`src/rtl/dm_rebuild.sv`:
```
module dm_rebuild #(
  parameter int ACC_W    = 24,
  parameter int STEP_W   = 16,
  parameter int GAP_W    = 8,
  parameter int TICK_DIV = 4,
  parameter int HP_SHIFT = 8
) (
  input  logic                     clk,
  input  logic                     rst_n,
  input  logic                     clr,
  input  logic [STEP_W-1:0]        step_up,
  input  logic [STEP_W-1:0]        step_dn,
  input  logic                     ev_valid,
  output logic                     ev_ready,
  input  logic                     ev_pol,
  input  logic [GAP_W-1:0]         ev_gap,
  output logic                     smp_valid,
  output logic signed [ACC_W-1:0]  smp_raw,
  output logic signed [ACC_W:0]    smp_hp
);
  localparam int DIV_W = (TICK_DIV > 1) ? $clog2(TICK_DIV) : 1;
  localparam int SW    = ACC_W + 2;
  localparam int LW    = ACC_W + HP_SHIFT + 1;
  localparam logic signed [SW-1:0] HI = {3'b000, {(ACC_W-1){1'b1}}};
  localparam logic signed [SW-1:0] LO = {3'b111, {(ACC_W-1){1'b0}}};

  logic [DIV_W-1:0]        tdiv;
  logic                    held, held_pol;
  logic [GAP_W-1:0]        left;
  logic signed [ACC_W-1:0] acc, acc_nx, acc_sat;
  logic signed [SW-1:0]    stepd, sum;
  logic signed [LW-1:0]    lp, xs, dlt;

  wire tick = (tdiv == DIV_W'(TICK_DIV - 1));
  wire due  = held && (left <= GAP_W'(1));
  wire fire = tick && due;
  wire take;

  assign ev_ready = !clr && (!held || fire);
  assign take     = ev_valid && ev_ready;

  assign stepd = held_pol ?  $signed({2'b00, {(ACC_W-STEP_W){1'b0}}, step_up})
                          : -$signed({2'b00, {(ACC_W-STEP_W){1'b0}}, step_dn});
  assign sum   = $signed({{2{acc[ACC_W-1]}}, acc}) + stepd;

  always_comb begin
    if (sum > HI)      acc_sat = HI[ACC_W-1:0];
    else if (sum < LO) acc_sat = LO[ACC_W-1:0];
    else               acc_sat = sum[ACC_W-1:0];
  end

  assign acc_nx = fire ? acc_sat : acc;
  assign xs     = $signed({{(HP_SHIFT+1){acc_nx[ACC_W-1]}}, acc_nx}) <<< HP_SHIFT;
  assign dlt    = xs - lp;

  always_ff @(posedge clk) begin
    if (!rst_n) begin
      tdiv      <= '0;
      held      <= 1'b0;
      held_pol  <= 1'b0;
      left      <= '0;
      acc       <= '0;
      lp        <= '0;
      smp_valid <= 1'b0;
      smp_raw   <= '0;
      smp_hp    <= '0;
    end else begin
      tdiv <= tick ? '0 : tdiv + DIV_W'(1);
      if (clr) begin
        held      <= 1'b0;
        acc       <= '0;
        lp        <= '0;
        smp_valid <= 1'b0;
        smp_raw   <= '0;
        smp_hp    <= '0;
      end else begin
        if (take) begin
          held     <= 1'b1;
          held_pol <= ev_pol;
          left     <= ev_gap;
        end else if (fire) begin
          held <= 1'b0;
        end else if (tick && held) begin
          left <= left - GAP_W'(1);
        end
        acc       <= acc_nx;
        smp_valid <= tick;
        if (tick) begin
          smp_raw <= acc_nx;
          smp_hp  <= (ACC_W+1)'($signed({{(HP_SHIFT+1){acc_nx[ACC_W-1]}}, acc_nx}) - (lp >>> HP_SHIFT));
          lp      <= lp + (dlt >>> HP_SHIFT);
        end
      end
    end
  end
endmodule

```
`config.mk`:
```
export PLATFORM = sky130hd
export DESIGN_NAME = dm_rebuild
export DESIGN_NICKNAME = d
export VERILOG_FILES = /design/src/rtl/dm_rebuild.sv
export SDC_FILE = /design/constraint.sdc
export NUM_CORES = 1
export LEC_CHECK = 0
export ABC_AREA = 1
export BUFFER_PORTS_ARGS = -buffer_cell sky130_fd_sc_hd__buf_2
export CAP_MARGIN = 5
export CORE_UTILIZATION = 25
export DETAILED_ROUTE_END_ITERATION = 8
export GPL_TIMING_DRIVEN = 0
export PLACE_DENSITY = 0.4
export SKIP_LAST_GASP = 1
export SLEW_MARGIN = 10
export SYNTH_ARGS = -nofsm -noshare
export SYNTH_HDL_FRONTEND = slang
export SYNTH_SLANG_ARGS = --single-unit
```
`constraint.sdc`:
```
create_clock -name clk -period 13.28 [get_ports clk]
set_input_delay 1.992 -clock clk [delete_from_list [all_inputs] [get_ports clk]]
set_output_delay 1.992 -clock clk [all_outputs]
set_load 0.01 [all_outputs]
```
# [After elaboration in Yosys (flattened, before gate mapping)]
# Index checks and enable logic that the tools add are counted.
[word_totals] regBits=119 input_bits=45 wordCells=46
[op_classes] add_sub_neg=7 n_lt_le_gt_ge=3 n_eq_ne=2 muxes=9 bitwise_logic=2 n_reduce_logical=14
[ops] operator="$mux 24" n=3
[ops] operator="$add 33x25->33" n=1
[ops] operator="$sub 32x33->33" n=1
[ops] operator="$add 24x26->26" n=1
[ops] operator="$gt 26x24->1 const B" n=1
[ops] operator="$lt 26x24->1 const B" n=1
[ops] operator="$mux 26" n=1
[ops] operator="$neg 16->26" n=1
[ops] operator="$sub 24x25->25" n=1
[ops] operator="$mux 8" n=3
[ops] operator="$le 8x1->1 const B" n=1
[ops] operator="$sub 8x1->8 const B" n=1
[ops] operator="$logic_and 1x1->1" n=5
[ops] operator="$reduce_bool 2->1" n=2
[ops] operator="$reduce_or 2->1" n=2
[ops] operator="$reduce_and 3->1" n=1
[ops] operator="$add 2x1->2 const B" n=1
[ops] operator="$eq 2x2->1 const B" n=1
[ops] operator="$logic_not 1->1" n=2
[ops] operator="$mux 1" n=2
[ops] operator="$ne 2x1->1 const B" n=1
[ops] operator="$not 1->1" n=2
[ops] operator="$reduce_and 2->1" n=1
[ops] operator="$logic_or 1x1->1" n=1

# [Depth between registers and ports, before layout]
[logic_depth] depth_word=9 ltp_mapped=55 ltp_nobuf=53

# [Least setup slack after synthesis]
# Ideal clock, no wire load.
[synth_path] kind="input to register" from="input port step_dn[0]" to="register lp[32]" arrival_ns=8.147 required_time_ns=13.170 setup_slack_ns=5.023 cell_stages=48 path_cell_list="inv_1 > ha_1 > nand2_1 > nor2_1 > nand3b_1 > nor3_1 > nand2_1 > nor3_1 > xor2_1 > a21oi_1 > ha_1 > nand2_1 > nor2_1 > inv_1 > nor3_4 > a21oi_4 > o21ai_2 > xor2_2 > (+12 left out) > nand3_1 > nand3_1 > a21oi_1 > nand3_1 > nand2_1 > ha_1 > inv_1 > nor3_1 > nand2_1 > or2_2 > nand2_1 > a21oi_1 > inv_1 > nand2_1 > nand3_1 > nand2_1 > inv_1 > nor2_1"
[synth_via] elab_chain_cells=9
[synth_lines] element="from (decl)" line_no="12" text="input logic [STEP_W-1:0] step_dn,"
[synth_lines] element="$neg 16->26 *" line_no="43" text=": -$signed({2'b00, {(ACC_W-STEP_W){1'b0}}, step_dn});"
[synth_lines] element="$mux 26 *" line_no="42" text="assign stepd = held_pol ? $signed({2'b00, {(ACC_W-STEP_W){1'b0}}, step_up})"
[synth_lines] element="$add 24x26->26 *" line_no="44" text="assign sum = $signed({{2{acc[ACC_W-1]}}, acc}) + stepd;"
[synth_lines] element="$lt 26x24->1" line_no="48" text="else if (sum < LO) acc_sat = LO[ACC_W-1:0];"
[synth_lines] element="$mux 24" line_no="48"
[synth_lines] element="$mux 24 *" line_no="47" text="if (sum > HI) acc_sat = HI[ACC_W-1:0];"
[synth_lines] element="$mux 24 *" line_no="52" text="assign acc_nx = fire ? acc_sat : acc;"
[synth_lines] element="via acc_nx[12]" line_no="30" text="logic signed [ACC_W-1:0] acc, acc_nx, acc_sat;"
[synth_lines] element="$sub 32x33->33 *" line_no="54" text="assign dlt = xs - lp;"
[synth_lines] element="$add 33x25->33 *" line_no="91" text="lp <= lp + (dlt >>> HP_SHIFT);"
[synth_lines] element="to (signal assigned)" line_no="91"
[synth_lines] element="to (decl)" line_no="32" text="logic signed [LW-1:0] lp, xs, dlt;"
# The timed path passes the listed nets; every way through them passes the cells marked *.
# A chain may end at the register's enable or synchronous reset.

# [Worst setup path in the final report]
[layout_path] from="input port step_dn[0]" to="register lp[28]"
# The elaborated chain is that of the path after synthesis.

==> results by group <==
Run status
  – Status: finished clean

STA
  – Hold Slack: about 0.43 ns
  – Period utilization: about three quarters
  – Tightest Pin Transition: about 0.88 ns
  – Max-slew headroom: approximately 41%
  – RSZ-0062 raised after global routing: false
  – Skew final: ~0.011 ns
  – Setup slack after layout: between 3 and 4 ns
  – Final setup fails: 0
  – Final Hold Viols: 0
  – Achievable frequency: a little over 100 MHz
  – TNS Setup: 0 ns
  – Max Slew Vio Count: 0
  – Final Critical Period: around 9.9 ns

Die
  – Core Box Area: 41300 µm²
  – Die Y: approximately 210 µm
  – Die W: 208 µm
  – Placement row count: 74
  – Io pins: 96
  – Die area: ~43000 µm²
  – Initial core utilization: ~26%

Synth
  – Synth Area in Adders: a little over a tenth
  – Synth area leaders: dfxtp_1 23%, ha_1 10%, nand2_1 8.8%, inv_1 8.6%, a21oi_1 7.8%
  – Warnings, synthesis: 0
  – Register area share after synthesis: between 20% and 30%
  – Syn Area/Cell: about 6.5 µm²
  – Net Count, Synth: 1758
  – Mapped Cells: 1623
  – Post-synth EDFFs: 0
  – Top post-synthesis cells by count: 248 x nand2_1, 242 x inv_1, 196 x nor2_1
  – Leading area contributor after synthesis: dfxtp_1
  – Post-Synth XOR/XNOR Area: around 8.4%
  – Synth async-reset ratio: 0%
  – Count leader, synth: nand2_1
  – Largest family of logic cells by synthesized area: simple AND/OR/NAND/NOR gates
  – Synth unique cells: 52
  – Post-Syn Area: between 10000 and 15000 µm²
  – Synth Area in Simple Gates: 25.9%
  – Post-synthesis mux area share: 0%
  – Synth Area in Compound Gates: a little over a fifth
  – Top FF cell, synth: dfxtp_1
  – Synth top area share: between 20% and 30%
  – Post-synthesis register bit count: roughly 120

Clock network
  – Num CTS Buffers: 17
  – Clk buf depth: 2
  – Clock Sinks: between 100 and 150
  – Post-CTS Resized: 0
  – Postcts setup bufs: 0
  – Skew-Pair Late Insertion Delay: 0.44 ns
  – Clock slew at reported path FFs: ~0.060 ns
  – TritonCTS clock tree: done
  – Post-CTS Hold Buffers: 0
  – H-Tree Depth: 4
  – Root buf cell: clkbuf_16

Global route
  – Global-route wire length before repair: 58.2 mm
  – Total GRT Usage: between 15 and 20%
  – Initial antenna violation count: 0
  – GR peak layer: met2
  – Grt ovf: 0
  – Vias in the first global route: about 10000
  – Largest net degree at the start of global routing: 17
  – Met3 Track Usage GR: between 2 and 2.5%
  – Met2 Use GR: a little under a third
  – Grt met1 use: 22.2%

Worst setup path
  – Worst R2R Setup Slack: 5.52 ns
  – CP Launch Type: primary input
  – CP required: 13.61 ns
  – Slowest CP cell: nor3_1
  – CP max stage delay: approximately 0.50 ns
  – Crit-path max FO: 10
  – CP most frequent cell: nand2_1
  – Kind of critical path: primary input to flip-flop
  – Crit end category: flip-flop
  – Critical path origin: step_dn[0]
  – Reg2reg start: held_pol
  – Worst EP arrival: 10.20 ns

Route
  – DRC: 0
  – Vias per inst: about 4.6
  – Routed wire length: roughly 38 mm
  – Vias: roughly 11000
  – DRT antenna net count: 0
  – Initial drt markers: 655
  – TritonRoute pass-1 iters: 5
  – WL per Instance: roughly 17 µm

Cells and area
  – Layout area overhead: 16.2%
  – Ratio of cells with drive above 1 in the final layout: 15.0%
  – Finished Layout Cells: 2282
  – Antenna diodes: 0
  – Fillers: approximately 4700
  – Nets@finish: between 1500 and 2000
  – Util after Layout: about 30%

Hold path
  – Hold path start: tdiv[0]
  – Hold Crit Class: flip-flop to flip-flop

Placement
  – Port bufs: 95
  – Post-DP HPWL: 31.9 mm
  – DP Worst Slack: about 3.0 ns
  – Placer congestion estimate: slightly below 0.9
  – Placed Cells: 2250

Run
  – Max-Cap Viols: 0

Power and ir drop
  – Leak: 6.53 nW
  – PwrDens: 109 nW/µm²
  – Max VDD drop: between 0.09 and 0.1 mV
per-stage QoR:
| stage | power [mW] | area, µm² |
|---|---|---|
| final | 1.34 | 12300 |
| after global routing | 1.43 | 12300 |
| after CTS | 1.36 | 12300 |
| after detailed placement | 0.892 | 11700 |
| after global placement | 0.894 | 11700 |
| after floorplan | 0.744 | 10600 |
final cells by class:
type,count,area [µm²],share of cell area (%)
Inverter,249,935,7.61
Clock inverter,15,143,1.16
Buffer,44,199,1.62
Sequential cell,119,2380,19.4
Multi-Input combinational cell,1211,7060,57.5
Timing Repair Buffer,95,475,3.87
Tap cell,532,666,5.42
Clock buffer,17,425,3.46
placed cells by master (no fill, tap or decap), drive strengths merged:
master / synthesis / routed
a211oi: 3 / 3
a21boi: 2 / 2
a21o: 13 / 13
a21oi: 186 / 186
a221oi: 3 / 3
a31o: 1 / 1
a31oi: 19 / 19
and2: 1 / 1
and3: 1 / 1
buf: 10 / 105
bufinv: 0 / 1
clkbuf: 34 / 51
clkinv: 3 / 9
clkinvlp: 0 / 2
dfxtp: 119 / 119
fa: 3 / 3
ha: 87 / 87
inv: 246 / 252
nand2: 313 / 313
nand3: 41 / 41
nand3b: 1 / 1
nand4: 7 / 7
nor2: 198 / 198
nor3: 21 / 21
nor3b: 2 / 2
nor4: 11 / 11
o211ai: 8 / 8
o21a: 5 / 5
o21ai: 152 / 152
o21bai: 5 / 5
o221ai: 2 / 2
o31ai: 2 / 2
or2: 24 / 24
xnor2: 37 / 37
xor2: 63 / 63
critical path, delay by kind of cell:
| family | cells | cell delay [ns] |
|---|---|---|
| XOR/XNOR | 3 | 0.71 |
| adder cells (fa/ha/maj) | 4 | 1.25 |
| AND/OR/NAND/NOR | 21 | 2.77 |
| buffers and inverters | 7 | 0.95 |
| AO/OA/AOI/OAI | 11 | 2.51 |
metal layers:
metal,vias to the layer above,part of all wire [%]
met2,199,48
li1,5510,-
met4,0,2.2
met1,4766,46
met3,39,3.2
met5,-,0
registers in the layout (all words and copies together), names as in the netlist:
register and count:
smp_valid 1, lp 33, held_pol 1, left 8, held 1, tdiv 2, smp_raw 24, smp_hp 25
acc 24
report_power, final:
part           internal [mW]  switching (mW)
logic                  0.168           0.346
clock network          0.261           0.195
registers              0.366         0.00694
total                  0.795           0.548
kinds of logic (layout without fill, tap and decap cells):
family | count (synthesis) | after routing
AOI/OAI and AO/OA | 401 | 401
xor gates and xnor gates | 100 | 100
adders and majority gates | 90 | 90
buffers and inverters | 293 | 420
DFF | 119 | 119
and+or+nand+nor | 620 | 620
path summary, 6_finish.rpt:
| kind | cells after the start | to |
|---|---|---|
| max | 46 | lp[28] |
| min reg2reg | 1 | tdiv[0] |
| max reg2reg | 39 | lp[28] |
| min | 1 | tdiv[0] |
No activity file was read; power rests on OpenSTA's default activity.
